## src/rtl/stk_pkg.sv

```systemverilog
package stk_pkg;

  localparam int unsigned BYTE_W = 8;

  localparam logic [BYTE_W-1:0] OPC_LOAD  = 8'h10;
  localparam logic [BYTE_W-1:0] OPC_STORE = 8'h11;
  localparam logic [BYTE_W-1:0] OPC_ADD   = 8'h20;
  localparam logic [BYTE_W-1:0] OPC_SUB   = 8'h21;
  localparam logic [BYTE_W-1:0] OPC_MUL   = 8'h22;
  localparam logic [BYTE_W-1:0] OPC_STOP  = 8'hFF;

  typedef enum logic [1:0] {
    ALU_ADD,
    ALU_SUB,
    ALU_MUL
  } alu_op_e;

  typedef enum logic [1:0] {
    STK_IDLE,
    STK_PUSH,
    STK_POP,
    STK_FOLD
  } stk_op_e;

  typedef enum logic [2:0] {
    ST_BOOT,
    ST_OPREQ,
    ST_OPDEC,
    ST_ADDR,
    ST_LOAD,
    ST_STORE,
    ST_HALT
  } state_e;

endpackage

```

## src/rtl/stk_alu.sv

```systemverilog
module stk_alu
  import stk_pkg::*;
#(
  parameter int unsigned DATA_W = 32
) (
  input  alu_op_e           op,
  input  logic [DATA_W-1:0] sos,
  input  logic [DATA_W-1:0] tos,
  output logic [DATA_W-1:0] res
);

  always_comb begin
    unique case (op)
      ALU_SUB: res = sos - tos;
      ALU_MUL: res = sos * tos;
      default: res = sos + tos;
    endcase
  end

endmodule

```

## src/rtl/stk_lifo.sv

```systemverilog
module stk_lifo
  import stk_pkg::*;
#(
  parameter  int unsigned DATA_W = 32,
  parameter  int unsigned DEPTH  = 16,
  localparam int unsigned IDX_W  = $clog2(DEPTH),
  localparam int unsigned CNT_W  = $clog2(DEPTH + 1)
) (
  input  logic              clk,
  input  logic              rst_n,
  input  stk_op_e           op,
  input  logic [DATA_W-1:0] wdata,
  output logic [DATA_W-1:0] tos,
  output logic [DATA_W-1:0] sos,
  output logic [CNT_W-1:0]  count
);

  logic [CNT_W-1:0]  cnt_q, cnt_d;
  logic [IDX_W-1:0]  top_idx, sec_idx, wr_idx;
  logic              wr_en;
  logic [DATA_W-1:0] rd_arr [DEPTH];

  always_comb begin
    top_idx = IDX_W'(cnt_q - CNT_W'(1));
    sec_idx = IDX_W'(cnt_q - CNT_W'(2));
    wr_en   = 1'b0;
    wr_idx  = IDX_W'(cnt_q);
    cnt_d   = cnt_q;
    unique case (op)
      STK_PUSH: begin
        wr_en = 1'b1;
        cnt_d = cnt_q + CNT_W'(1);
      end
      STK_POP: cnt_d = cnt_q - CNT_W'(1);
      STK_FOLD: begin
        wr_en  = 1'b1;
        wr_idx = sec_idx;
        cnt_d  = cnt_q - CNT_W'(1);
      end
      default: ;
    endcase
  end

  always_ff @(posedge clk or negedge rst_n) begin
    if (!rst_n) cnt_q <= '0;
    else        cnt_q <= cnt_d;
  end

  for (genvar g = 0; g < DEPTH; g++) begin : g_ent
    logic [DATA_W-1:0] q;
    always_ff @(posedge clk) begin
      if (wr_en && (wr_idx == IDX_W'(g))) q <= wdata;
    end
    assign rd_arr[g] = q;
  end

  assign tos   = rd_arr[top_idx];
  assign sos   = rd_arr[sec_idx];
  assign count = cnt_q;

  // the sequencer must never push onto a full stack
  a_r8_push_room: assert property (@(posedge clk) disable iff (!rst_n)
    (op == STK_PUSH) |-> (cnt_q < CNT_W'(DEPTH)));
  // removal only with a word present
  a_r9_pop_has_word: assert property (@(posedge clk) disable iff (!rst_n)
    (op == STK_POP) |-> (cnt_q != '0));
  // folding needs two operands
  a_r9_fold_has_two: assert property (@(posedge clk) disable iff (!rst_n)
    (op == STK_FOLD) |-> (cnt_q >= CNT_W'(2)));
  // occupancy never exceeds the depth
  a_r5_cnt_bound: assert property (@(posedge clk) disable iff (!rst_n)
    cnt_q <= CNT_W'(DEPTH));

endmodule

```

## src/rtl/stk_core.sv

```systemverilog
module stk_core
  import stk_pkg::*;
#(
  parameter int unsigned ADDR_W = 24,
  parameter int unsigned DATA_W = 32,
  parameter int unsigned DEPTH  = 16
) (
  input  logic              clk,
  input  logic              rst_n,
  output logic [ADDR_W-1:0] mem_addr,
  output logic              mem_rd,
  output logic              mem_wr,
  output logic [7:0]        mem_wdata,
  input  logic [7:0]        mem_rdata,
  output logic              halted,
  output logic              err_ovf,
  output logic              err_unf
);

  localparam int unsigned ABYTES = ADDR_W / BYTE_W;
  localparam int unsigned NBYTES = DATA_W / BYTE_W;
  localparam int unsigned MAXB   = (ABYTES > NBYTES) ? ABYTES : NBYTES;
  localparam int unsigned IDX_W  = $clog2(MAXB + 1);
  localparam int unsigned CNT_W  = $clog2(DEPTH + 1);
  localparam logic [ADDR_W-1:0] LONG_STEP  = ADDR_W'(ABYTES + 1);
  localparam logic [ADDR_W-1:0] SHORT_STEP = ADDR_W'(1);

  // reset: asserted asynchronously, released after two clock edges
  logic [1:0] rsync_q;
  logic       rst_i_n;

  always_ff @(posedge clk or negedge rst_n) begin
    if (!rst_n) rsync_q <= '0;
    else        rsync_q <= {rsync_q[0], 1'b1};
  end
  assign rst_i_n = rsync_q[1];

  state_e            state_q, state_d;
  logic [ADDR_W-1:0] pc_q, pc_d;
  logic [7:0]        opc_q, opc_d;
  logic [ADDR_W-1:0] oaddr_q, oaddr_d;
  logic [DATA_W-1:0] word_q, word_d;
  logic [IDX_W-1:0]  idx_q, idx_d;
  logic              ovf_q, ovf_d, unf_q, unf_d;

  stk_op_e           stk_op;
  logic [DATA_W-1:0] stk_wdata, stk_tos, stk_sos, alu_res;
  logic [CNT_W-1:0]  stk_cnt;
  alu_op_e           alu_op;

  stk_lifo #(.DATA_W(DATA_W), .DEPTH(DEPTH)) u_lifo (
    .clk   (clk),
    .rst_n (rst_i_n),
    .op    (stk_op),
    .wdata (stk_wdata),
    .tos   (stk_tos),
    .sos   (stk_sos),
    .count (stk_cnt)
  );

  stk_alu #(.DATA_W(DATA_W)) u_alu (
    .op  (alu_op),
    .sos (stk_sos),
    .tos (stk_tos),
    .res (alu_res)
  );

  always_comb begin
    state_d   = state_q;
    pc_d      = pc_q;
    opc_d     = opc_q;
    oaddr_d   = oaddr_q;
    word_d    = word_q;
    idx_d     = idx_q;
    ovf_d     = ovf_q;
    unf_d     = unf_q;
    mem_rd    = 1'b0;
    mem_wr    = 1'b0;
    mem_addr  = pc_q;
    mem_wdata = '0;
    stk_op    = STK_IDLE;
    stk_wdata = alu_res;
    alu_op    = ALU_ADD;
    unique case (state_q)
      ST_BOOT: state_d = ST_OPREQ;
      ST_OPREQ: begin
        mem_rd  = 1'b1;
        state_d = ST_OPDEC;
      end
      ST_OPDEC: begin
        opc_d = mem_rdata;
        idx_d = '0;
        if (mem_rdata == OPC_LOAD) begin
          if (stk_cnt == CNT_W'(DEPTH)) begin
            ovf_d   = 1'b1;
            state_d = ST_HALT;
          end else begin
            state_d = ST_ADDR;
          end
        end else if (mem_rdata == OPC_STORE) begin
          if (stk_cnt == '0) begin
            unf_d   = 1'b1;
            state_d = ST_HALT;
          end else begin
            state_d = ST_ADDR;
          end
        end else if ((mem_rdata == OPC_ADD) || (mem_rdata == OPC_SUB) ||
                     (mem_rdata == OPC_MUL)) begin
          if (stk_cnt < CNT_W'(2)) begin
            unf_d   = 1'b1;
            state_d = ST_HALT;
          end else begin
            if (mem_rdata == OPC_SUB)      alu_op = ALU_SUB;
            else if (mem_rdata == OPC_MUL) alu_op = ALU_MUL;
            stk_op  = STK_FOLD;
            pc_d    = pc_q + SHORT_STEP;
            state_d = ST_OPREQ;
          end
        end else begin
          state_d = ST_HALT;
        end
      end
      ST_ADDR: begin
        if (idx_q < IDX_W'(ABYTES)) begin
          mem_rd   = 1'b1;
          mem_addr = pc_q + ADDR_W'(idx_q) + SHORT_STEP;
        end
        if (idx_q != '0) oaddr_d = {oaddr_q[ADDR_W-BYTE_W-1:0], mem_rdata};
        if (idx_q == IDX_W'(ABYTES)) begin
          idx_d   = '0;
          state_d = (opc_q == OPC_LOAD) ? ST_LOAD : ST_STORE;
        end else begin
          idx_d = idx_q + IDX_W'(1);
        end
      end
      ST_LOAD: begin
        if (idx_q < IDX_W'(NBYTES)) begin
          mem_rd   = 1'b1;
          mem_addr = oaddr_q + ADDR_W'(idx_q);
        end
        if (idx_q != '0) word_d = {mem_rdata, word_q[DATA_W-1:BYTE_W]};
        if (idx_q == IDX_W'(NBYTES)) begin
          stk_op    = STK_PUSH;
          stk_wdata = word_d;
          pc_d      = pc_q + LONG_STEP;
          state_d   = ST_OPREQ;
        end else begin
          idx_d = idx_q + IDX_W'(1);
        end
      end
      ST_STORE: begin
        mem_wr    = 1'b1;
        mem_addr  = oaddr_q + ADDR_W'(idx_q);
        mem_wdata = 8'(stk_tos >> {idx_q, 3'b000});
        if (idx_q == IDX_W'(NBYTES - 1)) begin
          stk_op  = STK_POP;
          pc_d    = pc_q + LONG_STEP;
          state_d = ST_OPREQ;
        end else begin
          idx_d = idx_q + IDX_W'(1);
        end
      end
      default: state_d = ST_HALT;
    endcase
  end

  always_ff @(posedge clk or negedge rst_i_n) begin
    if (!rst_i_n) begin
      state_q <= ST_BOOT;
      pc_q    <= '0;
      opc_q   <= '0;
      oaddr_q <= '0;
      word_q  <= '0;
      idx_q   <= '0;
      ovf_q   <= 1'b0;
      unf_q   <= 1'b0;
    end else begin
      state_q <= state_d;
      pc_q    <= pc_d;
      opc_q   <= opc_d;
      oaddr_q <= oaddr_d;
      word_q  <= word_d;
      idx_q   <= idx_d;
      ovf_q   <= ovf_d;
      unf_q   <= unf_d;
    end
  end

  assign halted  = (state_q == ST_HALT);
  assign err_ovf = ovf_q;
  assign err_unf = unf_q;

  // port direction is exclusive per cycle
  a_r11_rd_wr_exclusive: assert property (@(posedge clk) disable iff (!rst_i_n)
    !(mem_rd && mem_wr));
  // a stopped core is silent on the memory port
  a_r7_halt_quiet: assert property (@(posedge clk) disable iff (!rst_i_n)
    halted |-> (!mem_rd && !mem_wr));
  // stop is final until reset
  a_r7_halt_stays: assert property (@(posedge clk) disable iff (!rst_i_n)
    halted |=> halted);
  // flags hold
  a_r10_ovf_sticky: assert property (@(posedge clk) disable iff (!rst_i_n)
    err_ovf |=> err_ovf);
  a_r10_unf_sticky: assert property (@(posedge clk) disable iff (!rst_i_n)
    err_unf |=> err_unf);
  // at most one fault is reported
  a_r10_one_flag: assert property (@(posedge clk) disable iff (!rst_i_n)
    !(err_ovf && err_unf));
  // every fault stops the core
  a_r9_fault_halts: assert property (@(posedge clk) disable iff (!rst_i_n)
    (err_ovf || err_unf) |-> halted);

endmodule

```

## config.mk

```make
export PLATFORM = sky130hd
export DESIGN_NAME = stk_core
export DESIGN_NICKNAME = d
export VERILOG_FILES = /design/src/rtl/stk_pkg.sv /design/src/rtl/stk_alu.sv /design/src/rtl/stk_lifo.sv /design/src/rtl/stk_core.sv
export SDC_FILE = /design/constraint.sdc
export NUM_CORES = 2
export LEC_CHECK = 0
export ABC_AREA = 1
export ABC_CLOCK_PERIOD_IN_PS = 7850
export CORE_MARGIN = 1.5
export CORE_UTILIZATION = 30
export CTS_BUF_LIST = sky130_fd_sc_hd__clkbuf_4
export CTS_CLUSTER_DIAMETER = 60
export DETAILED_ROUTE_END_ITERATION = 6
export DONT_BUFFER_PORTS = 1
export SYNTH_ARGS = -nofsm -noshare
export SYNTH_HDL_FRONTEND = slang
export SYNTH_SLANG_ARGS = --single-unit
```

## constraint.sdc

```tcl
create_clock -name clk -period 7.85 [get_ports clk]
set_input_delay 0.3925 -clock clk [delete_from_list [all_inputs] [get_ports clk]]
set_output_delay 0.3925 -clock clk [all_outputs]
set_load 0.05 [all_outputs]
```

==> flow_metrics.env <==
export IMPL_nNetsFinal=7231
export IMPL_critPathSlowestCell="fa_1"
export IMPL_irDropWorstVdd_mv=0.143
export IMPL_wire_per_inst_um=21.1
export IMPL_path_max_fanout=73
export IMPL_rsz0062_at_grt="yes"
export IMPL_cts_path_max_buffers=3
export IMPL_synth_cell_area_um2=50900
export IMPL_hold_viol=0
export IMPL_r2r_start="u_lifo.count[1]"
export IMPL_whs_ns=0.128
export IMPL_synth_mux_area_frac=0.00172
export IMPL_worstSetupEndpointType="flip-flop"
export IMPL_layout_min_cycle_time_ns=8.59
export IMPL_synth_async_reset_ratio=0.167
export IMPL_power_density_nw_per_um2=102
export IMPL_final_max_slew_viol_count=0
export IMPL_synth_nets=6719
export IMPL_hold_class="input port to flip-flop"
export IMPL_viasPerCell=5.18
export IMPL_die_w_um=415
export IMPL_hold_depth=3
export IMPL_skew_ns=0.106
export IMPL_synthAdderAreaFrac=0.205
export IMPL_synth_area_leaders="edfxtp_1, fa_1, nand2_1"
export IMPL_grtUsageMet2=0.348
export IMPL_wl_um=189000
export IMPL_max_cap_violations=0
export IMPL_ant_nets=0
export IMPL_crit_top_cell="fa_1"
export IMPL_critPathRequiredTime_ns=8.56
export IMPL_overflow=0
export IMPL_yosysWarnings=0
export IMPL_critPathKind="flip-flop to flip-flop"
export IMPL_rows=150
export IMPL_route_detailed_drc=0
export IMPL_grt_use_met1=0.293
export IMPL_core_area_um2=168000
export IMPL_drive_gt1_frac=0.184
export IMPL_dp_slack_ns=-1.08
export IMPL_htreeDepth=4
export IMPL_cts_tree="yes"
export IMPL_num_vias=46300
export IMPL_setup_violations=312
export IMPL_synth_top_family_by_area="simple AND/OR/NAND/NOR gates"
export IMPL_synth_compound_area_frac=0.0828
export IMPL_min_to="opc_q[4]"
export IMPL_yosysSeqAreaShare=0.353
export IMPL_grt_pass1_wl_um=281000
export IMPL_clock_fmax_ghz=0.116
export IMPL_tightest_slew_ns=1.36
export IMPL_run_status="complete, but fails checks"
export IMPL_start_util=0.303
export IMPL_clk_pin_slew_ns=0.07
export IMPL_cp_start_kind="flip-flop"
export IMPL_holdCritStartpoint="mem_rdata[4]"
export IMPL_synthTopCellsByCount="nand2_1, inv_1, nand3_1, nor2_1, edfxtp_1"
export IMPL_violations="setup timing"
export IMPL_post_route_period_util=1.09
export IMPL_io_buffers=0
export IMPL_antenna_found_initial=6
export IMPL_max_slew_margin=0.0818
export IMPL_drtPass1Iterations=6
export IMPL_grt_usage=0.215
export IMPL_cts_made_buffers=160
export IMPL_r2r_end="u_lifo.g_ent[11].q[29]"
export IMPL_synth_top_area_frac=0.302
export IMPL_synth_xor_area_share=0.0180
export IMPL_dpl_hpwl_um=139000
export IMPL_cts_sinks=615
export IMPL_die_h_um=415
export IMPL_grt_max_degree=94
export IMPL_yosys_area_share_simple=0.241
export IMPL_worstSkewPairLatency_ns=1.11
export IMPL_drtIter0Drc=4842
export IMPL_n_fill_cell=16900
export IMPL_syn_area_per_cell_um2=8.31
export IMPL_syn_inst=6123
export IMPL_cp_arrival_ns=9.31
export IMPL_grtUsageMet3=0.0361
export IMPL_top_usage_layer="met2"
export IMPL_yosysMostFrequentCell="nand2_1"
export IMPL_synth_distinct_cells=68
export IMPL_cts_root_buffer="clkbuf_4"
export IMPL_p_leak_nw=27.3
export IMPL_synth_edf_count=512
export IMPL_grt_pass1_vias=44600
export IMPL_gp_congestion=0.990
export IMPL_r2r_cells=30
export IMPL_die_area_um2=172000
export IMPL_area_delta_synth_final_pct=21.1
export IMPL_ios=47
export IMPL_rrSetupSlack_ns=-0.74
export IMPL_synth_seq_cells=615
export IMPL_synth_top_area_cell="edfxtp_1"
export IMPL_setup_slack_ns=-0.742
export IMPL_synth_ff_type="edfxtp_1"
export IMPL_critPathMaxStageDelay_ns=0.56
[critical path, delay by kind of cell (launching register included)]
kind | cells | cell delay (ns)
compound gates | 8 | 1.39
buf+inv | 5 | 0.66
fa+ha+maj | 9 | 4.32
simple gates | 8 | 1.24
flops | 1 | 0.51
[cell type report]
| cell class | instances | area [um^2] | area share |
|---|---|---|---|
| inverter | 852 | 3300 | 0.0535 |
| timing repair buffer | 652 | 6380 | 0.104 |
| antenna | 4 | 10.0 | 0.000162 |
| tap | 2204 | 2760 | 0.0448 |
| timing repair inverter | 1 | 6.26 | 0.000102 |
| clock inverter | 58 | 358 | 0.00581 |
| clock buffer | 216 | 1620 | 0.0263 |
| multi-input combinational | 4353 | 29200 | 0.474 |
| sequential | 615 | 18000 | 0.292 |
[cells by family (layout without fill, tap and decap cells)]
| family | count (synthesis) | count (layout) |
|---|---|---|
| multiplexers | 8 | 8 |
| flip-flops | 615 | 615 |
| adder cells (fa/ha/maj) | 586 | 586 |
| other | 1 | 5 |
| buffers and inverters | 1158 | 1779 |
| XOR/XNOR | 101 | 101 |
| AO/OA/AOI/OAI | 742 | 745 |
| AND/OR/NAND/NOR | 2912 | 2912 |
[per-layer routing]
| layer | vias up | share of wire |
|---|---|---|
| met3 | 357 | 0.098 |
| met2 | 2343 | 0.46 |
| met1 | 22600 | 0.41 |
| li1 | 21100 | - |
| met4 | 4 | 0.032 |
| met5 | - | 0.00018 |
[report_power, final]
part | internal, mW | switching (mW) | total (mW)
clock network | 1.34 | 1.42 | 2.76
logic | 0.00527 | 0.0173 | 0.0226
registers | 3.49 | 0.00331 | 3.49
[worst max path at each step]
stage | to | from | cells past startpoint
3_5_place_dp | u_lifo.g_ent[9].q[30] | u_lifo.count[0] | 33
3_3_place_gp | u_lifo.g_ent[8].q[30] | u_lifo.count[0] | 30
6_report | u_lifo.g_ent[11].q[29] | u_lifo.count[1] | 30
5_1_grt | u_lifo.g_ent[11].q[29] | u_lifo.count[0] | 38
2_1_floorplan | u_lifo.g_ent[0].q[31] | u_lifo.count[0] | 43
4_1_cts | u_lifo.g_ent[3].q[31] | u_lifo.count[1] | 39
[metrics by stage]
stage | utilization | TNS [ns] | power [mW] | area, um^2 | cells
after floorplan | - | -29.59 | 3.57 | 51700 | 6123
after global placement | 0.345 | -196.84 | 3.58 | 57800 | 8617
after detailed placement | 0.345 | -198.33 | 3.58 | 57800 | 8617
after CTS | 0.365 | -123.34 | 6.34 | 61200 | 8943
after global routing | 0.367 | -206.53 | 6.51 | 61600 | 8955
final | 0.367 | -123.76 | 6.28 | 61600 | 8955
[state kept, by name (all words and copies together) (netlist names), 2 cells and up]
name            cells
u_lifo.g_ent.q    512
pc_q               24
oaddr_q            24
rsync_q             2
u_lifo.count        5
opc_q               8
idx_q               3
word_q             32
state_q             3
[repair_timing]
action                                  in CTS  in global routing
resized for setup                          177                 78
pin swaps                                   36                 23
gates cloned                                12                  2
hold buffers                                11                  0
hold endpoints to repair                    67                  0
endpoints found under the setup margin     336                352
buffers inserted                            30                  5
[layout by cell type (no fill, tap or decap), drive strengths merged, types with 11 or more instances in the layout]
master       Yosys  final
o211ai          84     84
xnor2           22     22
nand3          768    768
fa             411    411
o22ai           14     14
a31oi           16     16
clkinv          14     63
buf            211    634
or2             21     21
dfrtp          103    103
dlygate4sd3      0     11
nor2           557    557
edfxtp         512    512
o221ai          18     18
inv            838    844
nor4            15     15
xor2            78     78
ha             175    175
a21oi          239    239
clkbuf          95    218
nor3            42     42
nand4           15     15
nand2         1483   1483
o21ai          317    320
Note: power is estimated with default switching activity, not from simulation.
